[src/rtl/psu_onoff_ctrl.sv]
module psu_onoff_ctrl #(
  parameter int DEB_TICKS  = 524,
  parameter int HOLD_TICKS = 131072,
  parameter int CB_W       = 8
) (
  input  logic            clk,
  input  logic            rst_n,
  input  logic            vbat_rst_n,
  input  logic            tick,
  input  logic            btn_in,
  input  logic            wake_req,
  input  logic            sw_on,
  input  logic            sw_off,
  input  logic            main_pg,
  input  logic [1:0]      recov_mode,
  input  logic [CB_W-1:0] crowbar_lim,
  output logic            psu_en,
  output logic            pbtn_out,
  output logic            pbtn_evt,
  output logic            crowbar_fail
);
  localparam int DW = $clog2(DEB_TICKS + 1);
  localparam int HW = $clog2(HOLD_TICKS + 1);
  localparam logic [DW-1:0] DEB_LAST  = DW'(DEB_TICKS - 1);
  localparam logic [HW-1:0] HOLD_LAST = HW'(HOLD_TICKS - 1);

  typedef enum logic [1:0] {S_OFF, S_WAIT, S_ON} st_t;

  st_t             st, st_nxt;
  logic            s1, s2, deb, deb_q, held, armed, rec_pend, last_on, evt_q, fail_q;
  logic [DW-1:0]   dcnt;
  logic [HW-1:0]   hcnt;
  logic [CB_W-1:0] cbcnt;

  wire rise     = deb & ~deb_q;
  wire fall     = ~deb & deb_q;
  wire hold_hit = deb & ~held & tick & (hcnt == HOLD_LAST);
  wire kill     = hold_hit | sw_off;
  wire rec_fire = rec_pend & ((recov_mode == 2'b01) | ((recov_mode == 2'b10) & last_on));
  wire on_req   = rec_fire | wake_req | sw_on | rise;
  wire cb_out   = (st == S_WAIT) & ~main_pg & tick & (cbcnt == crowbar_lim);

  always_comb begin
    st_nxt = st;
    case (st)
      S_OFF:   if (on_req && !kill) st_nxt = S_WAIT;
      S_WAIT:  if (kill) st_nxt = S_OFF;
               else if (main_pg) st_nxt = S_ON;
               else if (cb_out) st_nxt = S_OFF;
      default: if (kill) st_nxt = S_OFF;
    endcase
  end

  always_ff @(posedge clk or negedge rst_n) begin
    if (!rst_n) begin
      s1 <= 1'b0; s2 <= 1'b0; deb <= 1'b0; deb_q <= 1'b0; dcnt <= '0;
      hcnt <= '0; held <= 1'b0; armed <= 1'b0; st <= S_OFF; cbcnt <= '0;
      fail_q <= 1'b0; evt_q <= 1'b0; rec_pend <= 1'b1;
    end else begin
      s1 <= btn_in;
      s2 <= s1;
      deb_q <= deb;
      rec_pend <= 1'b0;
      if (s2 == deb) dcnt <= '0;
      else if (tick) begin
        if (dcnt == DEB_LAST) begin deb <= s2; dcnt <= '0; end
        else dcnt <= dcnt + 1'b1;
      end
      if (!deb) begin hcnt <= '0; held <= 1'b0; end
      else if (tick && !held) begin
        if (hcnt == HOLD_LAST) held <= 1'b1;
        else hcnt <= hcnt + 1'b1;
      end
      if (rise && st == S_ON) armed <= 1'b1;
      else if (fall) armed <= 1'b0;
      evt_q <= fall & armed & ~held & (st == S_ON) & ~kill;
      if (st == S_OFF && st_nxt == S_WAIT) begin cbcnt <= '0; fail_q <= 1'b0; end
      else if (st == S_WAIT && tick) cbcnt <= cbcnt + 1'b1;
      if (cb_out && !kill) fail_q <= 1'b1;
      st <= st_nxt;
    end
  end

  always_ff @(posedge clk or negedge vbat_rst_n) begin
    if (!vbat_rst_n) last_on <= 1'b0;
    else if (rst_n && st_nxt != st) last_on <= (st_nxt != S_OFF);
  end

  assign psu_en       = (st != S_OFF);
  assign pbtn_out     = deb;
  assign pbtn_evt     = evt_q;
  assign crowbar_fail = fail_q;

  a_r2_mirror_on_tick: assert property (@(posedge clk) disable iff (!rst_n)
    !$past(tick) |-> $stable(pbtn_out));
  a_r4_hold_forces_off: assert property (@(posedge clk) disable iff (!rst_n)
    $rose(held) |-> !psu_en);
  a_r5_crowbar_drops: assert property (@(posedge clk) disable iff (!rst_n)
    $rose(crowbar_fail) |-> $fell(psu_en));
  a_r6_evt_while_on: assert property (@(posedge clk) disable iff (!rst_n)
    pbtn_evt |-> psu_en && !$past(pbtn_evt));
  a_r9_off_wins: assert property (@(posedge clk) disable iff (!rst_n)
    sw_off |=> !psu_en);
  a_r10_on_needs_pg: assert property (@(posedge clk) disable iff (!rst_n)
    (st == S_ON && $past(st) == S_WAIT) |-> $past(main_pg));
endmodule

[config.mk]
export PLATFORM = sky130hd
export DESIGN_NAME = psu_onoff_ctrl
export DESIGN_NICKNAME = d
export VERILOG_FILES = /design/src/rtl/psu_onoff_ctrl.sv
export SDC_FILE = /design/constraint.sdc
export NUM_CORES = 1
export LEC_CHECK = 0
export ABC_AREA = 1
export BUFFER_PORTS_ARGS = -buffer_cell sky130_fd_sc_hd__buf_2
export CAP_MARGIN = 20
export CORE_UTILIZATION = 40
export CTS_BUF_LIST = sky130_fd_sc_hd__clkbuf_2
export CTS_CLUSTER_DIAMETER = 50
export CTS_CLUSTER_SIZE = 14
export DETAILED_ROUTE_END_ITERATION = 16
export PLACE_DENSITY = 0.56
export SLEW_MARGIN = 10
export SYNTH_ARGS = -nofsm -noshare
export SYNTH_HDL_FRONTEND = slang
export SYNTH_SLANG_ARGS = --single-unit
[constraint.sdc]
create_clock -name clk -period 2.85 [get_ports clk]
set_clock_uncertainty 0.05 [all_clocks]
set_input_delay 0.1425 -clock clk [delete_from_list [all_inputs] [get_ports clk]]
set_output_delay 0.1425 -clock clk [all_outputs]
set_load 0.01 [all_outputs]
== After elaboration in Yosys (flattened, before gate mapping) ==
Cells that the tools add are included.
Storage, ports and cells
  word-level logic and storage cells: 95
  flip-flop bits (word level): 48
  bits of input ports: 19
  output and inout bits: 4
Cells by class
  add/sub/neg operators: 3
  multiplexer cells: 21
  bitwise gates (word level): 25
  reductions and logical operators: 19
  eq/ne operators: 13
Operators with widths (number)
  $mux W18: 3
  $mux W10: 3
  $add A18 B1 Y18 const B: 1
  $eq A18 B17 Y1 const B: 1
  $mux W8: 2
  $and A1 B1 Y1: 14
  $reduce_bool A2 Y1: 6
  $add A10 B1 Y10 const B: 1
  $eq A10 B10 Y1 const B: 1
  $mux W2: 5
  $add A8 B1 Y8 const B: 1
  $eq A8 B8 Y1: 1
  $logic_and A1 B1 Y1: 7
  $mux W1: 7
  $eq A2 B1 Y1 const B: 3
  $not A1 Y1: 6
  $or A1 B1 Y1: 5
  $eq A2 B2 Y1 const B: 2
  $ne A2 B1 Y1 const B: 2
  $pmux W2 S2: 1
  $reduce_and A2 Y1: 2
  $reduce_and A3 Y1: 1
  $logic_not A1 Y1: 2
  $logic_not A2 Y1: 1
  other kinds (3): 3

== Depth between registers and ports, before layout ==
  depth in word-level cells: 14
  mapped depth: 15

== Least setup slack after synthesis ==
No wires, ideal clock.
  kind: reg-to-reg
  start: register hcnt[0]
  end: register hcnt[10]
  setup time: 117 ps
  stages on the path, launching flop included: 14
  path slack: 1032 ps
  arrival: 1651 ps
  cells stage by stage: dfrtp_1 ha_1 nand2_1 inv_1 nand2_1 nor2_4 a21oi_4 inv_4 nor2_2 nand2_2 nor3_2 nand2_1 nand2_1 nor2_1
On the way
  word-level cells in the longest chain between the ends: 4
  elaborated cells on any way between the ends: 7
  classes of those cells: add/sub (1); eq/ne (2); mux (3); reduce/logical (1)
Ends and longest elaborated chain
  from (decl): line 32  | logic [HW-1:0] hcnt;
  from (signal assigned): line 72  | else hcnt <= hcnt + 1'b1;
  $add A18 B1 Y18: line 72
  $mux W18: line 71  | if (hcnt == HOLD_LAST) held <= 1'b1;
  $mux W18: line 70  | else if (tick && !held) begin
  $mux W18: line 69  | if (!deb) begin hcnt <= '0; held <= 1'b0; end
Parallel ways exist; a longest one is shown, timed or not. The select of a mux whose other input is x is not followed.
A chain may end at the register's enable or synchronous reset.

== Worst setup path after layout ==
  start: register deb, in the netlist pbtn_out
  end: register last_on
On the way
  word-level cells in the longest chain between the ends: 10
  elaborated cells on any way between the ends: 15
  classes of those cells: eq/ne (1); mux (4); bitwise (6); reduce/logical (4)
Ends and longest elaborated chain
  from (decl): line 30  | logic s1, s2, deb, deb_q, held, armed, rec_pend, last_on, evt_q, fail_q;
  from (signal assigned): line 56  | s1 <= 1'b0; s2 <= 1'b0; deb <= 1'b0; deb_q <= 1'b0; dcnt <= '0;
  from (signal assigned): line 66  | if (dcnt == DEB_LAST) begin deb <= s2; dcnt <= '0; end
  $and A1 B1 Y1 (3 in a row): line 37  | wire hold_hit = deb & ~held & tick & (hcnt == HOLD_LAST);
  $or A1 B1 Y1: line 38  | wire kill = hold_hit | sw_off;
  $logic_not A1 Y1: line 46  | S_OFF: if (on_req && !kill) st_nxt = S_WAIT;
  $logic_and A1 B1 Y1: line 46
  $mux W2: line 46
  $pmux W2 S2 (*): line 45  | case (st)
  $ne A2 B2 Y1: line 86  | else if (rst_n && st_nxt != st) last_on <= (st_nxt != S_OFF);
  $logic_and A1 B1 Y1: line 86
  to (signal assigned): line 86
  to (decl): line 30
Every way passes the cells marked *; elsewhere a longest branch is shown, timed or not.

==> results by group <==
Outcome
  • Status: complete, but fails checks
  • Failing checks: design-rule violations

Timing
  • Tcrit/Tclk final: 0.712
  • Fin Setup TNS: 0 ns
  • Slew @ Worst Pin: between 0.5 and 0.6 ns
  • Final setup fails: 0
  • Period minus WS final: 2.03 ns
  • RSZ-0062 raised after global routing: no
  • Slew HR: 0.664
  • Final Slew Violations: 0
  • Fmax: about 490 MHz
  • Final hold violation count: 0

Finish
  • # diodes: 0
  • Share of cells above drive strength 1: 0.136
  • Final nets: just over 400
  • Final instance area: between 3000 and 4000 um^2
  • Area Growth Syn to Fin: 11.5%
  • Final core occ: 0.470

Die
  • Core Area: 6460 um^2
  • Die W: 84.5 um
  • Die Height: ~85 um
  • Starting density of the core: 0.422
  • I/O pin total: 23
  • DIE AREA: a little over 7000 um^2
  • Num rows: 29

Drt
  • DRC: 8
  • Total number of vias: approximately 2.3k
  • Via density: a little under 5
  • Drt wl/cell: ~12 um
  • DRT iter0 DRCs: 85
  • WL final: between 5000 and 6000 um
  • ANT nets after route: 0
  • Drt pass-1 iters: 12

Clock network
  • Clk buf depth: 2
  • Clock sink total: 48
  • Postcts setup bufs: 0
  • CTS Buf Count: 5
  • Clock latency on the worst-skew pair: ~0.42 ns
  • Clock slew at reported path FFs: about 0.24 ns
  • # resized after CTS: 0
  • CTS tree: built
  • CTS H-Tree Depth: 2
  • CTS root buf: clkbuf_2

Power
  • Total Power: approximately 1.2 mW
  • Peak VDD IR: roughly 0.22 mV
  • Pleak: 1.45 nW
  • Power Density: approximately 390 nW/um^2

Yosys
  • Synth area leader: dfrtp_1
  • Syn nets: ~380
  • Distinct cell type count after synthesis: 38
  • Register bit total from synthesis: 48
  • Post-Syn Instances: between 300 and 400
  • Synthesized area per cell: slightly below 8 um^2
  • Warning count from the yosys run: 0
  • Mapped cell area: approximately 2700 um^2
  • Yosys top cell area share: 0.432
  • Area contributors post-synth: dfrtp_1, nand2_1, inv_1
  • Sequential-to-total area share from yosys stat: 0.441

GRT
  • GRT met2 Usage: 0.279
  • Total grt overflow: 0
  • Vias in the first global route: between 2k and 2.5k
  • Met1 Usage GRT: 0.249
  • Initial antenna violation count: 0
  • Global route hottest layer: met2
  • First-pass GRT wire length: about 10000 um
  • Largest net degree at the start of global routing: 24
  • Met3 Resource Use GR: 0.0334
  • Gr usage total: 0.177

Setup path
  • CP Class: reg2reg
  • Setup crit start kind: flop
  • Crit end category: flop
  • Worst Path Required: 3.14 ns
  • Buffers & Inverters on Critical Path: 1
  • Peak fanout along the critical path: 15
  • Top Family by Delay on Critical Path: simple AND/OR/NAND/NOR gates
  • Arr. time, crit path: about 2.3 ns
  • CP dominant cell by count: nand3_4
  • CP peak stage delay: 0.71 ns
  • Worst path cell trace: inv_2 > nor2_1 > nand3_4 > nand2_4 > nor2_2 > nand3_4 > nand3_2 > nand3_1 > nand2_1
  • Slowest CP cell: dfrtp_1

Place
  • Final Wtd Congestion: 0.818
  • IO Port Bufs: 22
  • Final HPWL DP: between 4000 and 5000 um
  • Placed Area: just under 3000 um^2

Worst hold path
  • Min-Delay Path Class: in2async

Flow run
  • Max_cap viols: 0
[sequential cells by signal, indices dropped and copies added (netlist names), 2 cells and up]
signal and flops:
hcnt 18, dcnt 10, cbcnt 8, st 2
[where the power goes]
group	internal (mW)	leakage [nW]	switching, mW
combinational	0.0624	0.790	0.100
clock	0.0670	0.0330	0.211
sequential	0.709	0.625	0.0257
total	0.838	1.45	0.337
[repair_timing]
| item | in CTS | in global routing |
|---|---|---|
| hold buffers | 6 | 0 |
| hold endpoints to repair | 51 | 0 |
| setup endpoints to repair | 0 | 0 |
[cell families (layout without fill, tap and decap cells)]
| family | Yosys count | count (layout) | share of synthesized area |
|---|---|---|---|
| simple gates | 169 | 169 | 0.292 |
| buf+inv | 63 | 99 | 0.0877 |
| compound gates | 60 | 60 | 0.129 |
| flops | 48 | 48 | 0.441 |
| xor+xnor | 10 | 10 | 0.0349 |
| fa+ha+maj | 3 | 3 | 0.0138 |
| other cells | 1 | 1 | 0.00138 |
[placed cells by master (no fill, tap or decap), types with 3 or more instances in the layout]
cell | Yosys | routed
nand2_2 | 4 | 4
o21ai_0 | 21 | 21
nor3_1 | 11 | 11
buf_2 | 0 | 22
nor2_2 | 4 | 4
inv_1 | 58 | 58
clkbuf_2 | 0 | 7
ha_1 | 3 | 3
xor2_1 | 8 | 8
nor2_4 | 3 | 3
o21ai_1 | 3 | 3
nand2_1 | 77 | 77
a21oi_1 | 18 | 18
o21a_1 | 4 | 4
a31oi_1 | 3 | 3
dlygate4sd3_1 | 0 | 6
nand4_1 | 8 | 8
dfrtp_1 | 47 | 47
nand3_1 | 21 | 21
nor2_1 | 33 | 33
o31ai_1 | 5 | 5
[cell type report]
class / instances / area [um^2]
clock buffer: 7 / 35.0
clock inverter: 1 / 5.00
fill: 652 / 3420
inverter: 61 / 231
multi-input combinational: 243 / 1280
sequential: 48 / 1200
tap: 77 / 96.3
timing repair buffer: 30 / 185
[per-layer routing]
| metal | part of all wire | up-vias |
|---|---|---|
| li1 | - | 1210 |
| met1 | 0.52 | 1018 |
| met2 | 0.44 | 27 |
| met3 | 0.025 | 6 |
| met4 | 0.012 | 0 |
| met5 | 0 | - |
[Yosys cell counts]
cell type	count
o22ai_1	1
conb_1	1
inv_2	1
a31oi_1	3
nor3_2	1
nand3b_1	1
nor2_2	4
clkbuf_1	2
a21boi_0	2
dfstp_2	1
nand3_1	21
xor2_1	8
inv_1	58
nand2_4	1
ha_1	3
nor2_4	3
o21ai_1	3
nand2_1	77
nor2_1	33
dfrtp_1	47
a21oi_4	1
nor3b_1	1
inv_4	1
o21a_1	4
nand3_4	2
a211oi_1	1
clkinv_1	1
a21oi_1	18
a32o_1	1
nor4_1	1
o21ai_0	21
xnor2_1	1
xor2_2	1
o31ai_1	5
nand4_1	8
nand3_2	1
nor3_1	11
nand2_2	4
[worst reg2reg max path: cells and delay by family (launching register included)]
family | cells | cell delay [ns]
simple gates | 8 | 0.95
flops | 1 | 0.71
buf+inv | 1 | 0.23
[per-stage QoR]
stage	setup slack [ns]	hold slack (ns)	cells
finish	0.821	0.0425	467
global route	0.581	0.0184	467
CTS	0.765	0.0231	467
detailed placement	0.792	-0.132	453
global placement	0.820	-0.132	453
floorplan	1.03	-0.203	354
[final timing paths]
| kind | to | slack [ns] | startpoint | cells after the start |
|---|---|---|---|---|
| worst max-delay path | last_on | 0.82 | pbtn_out | 9 |
| max in group asynchronous | rec_pend | 2.10 | rst_n | 3 |
| min in group clk | crowbar_fail | 0.09 | crowbar_lim[4] | 6 |
| worst max register to register | last_on | 0.82 | pbtn_out | 9 |
| worst min register to register | s2 | 0.34 | s1 | 0 |
| worst min-delay path | dcnt[6] | 0.04 | rst_n | 2 |
Power figures use the tool's default switching activity.
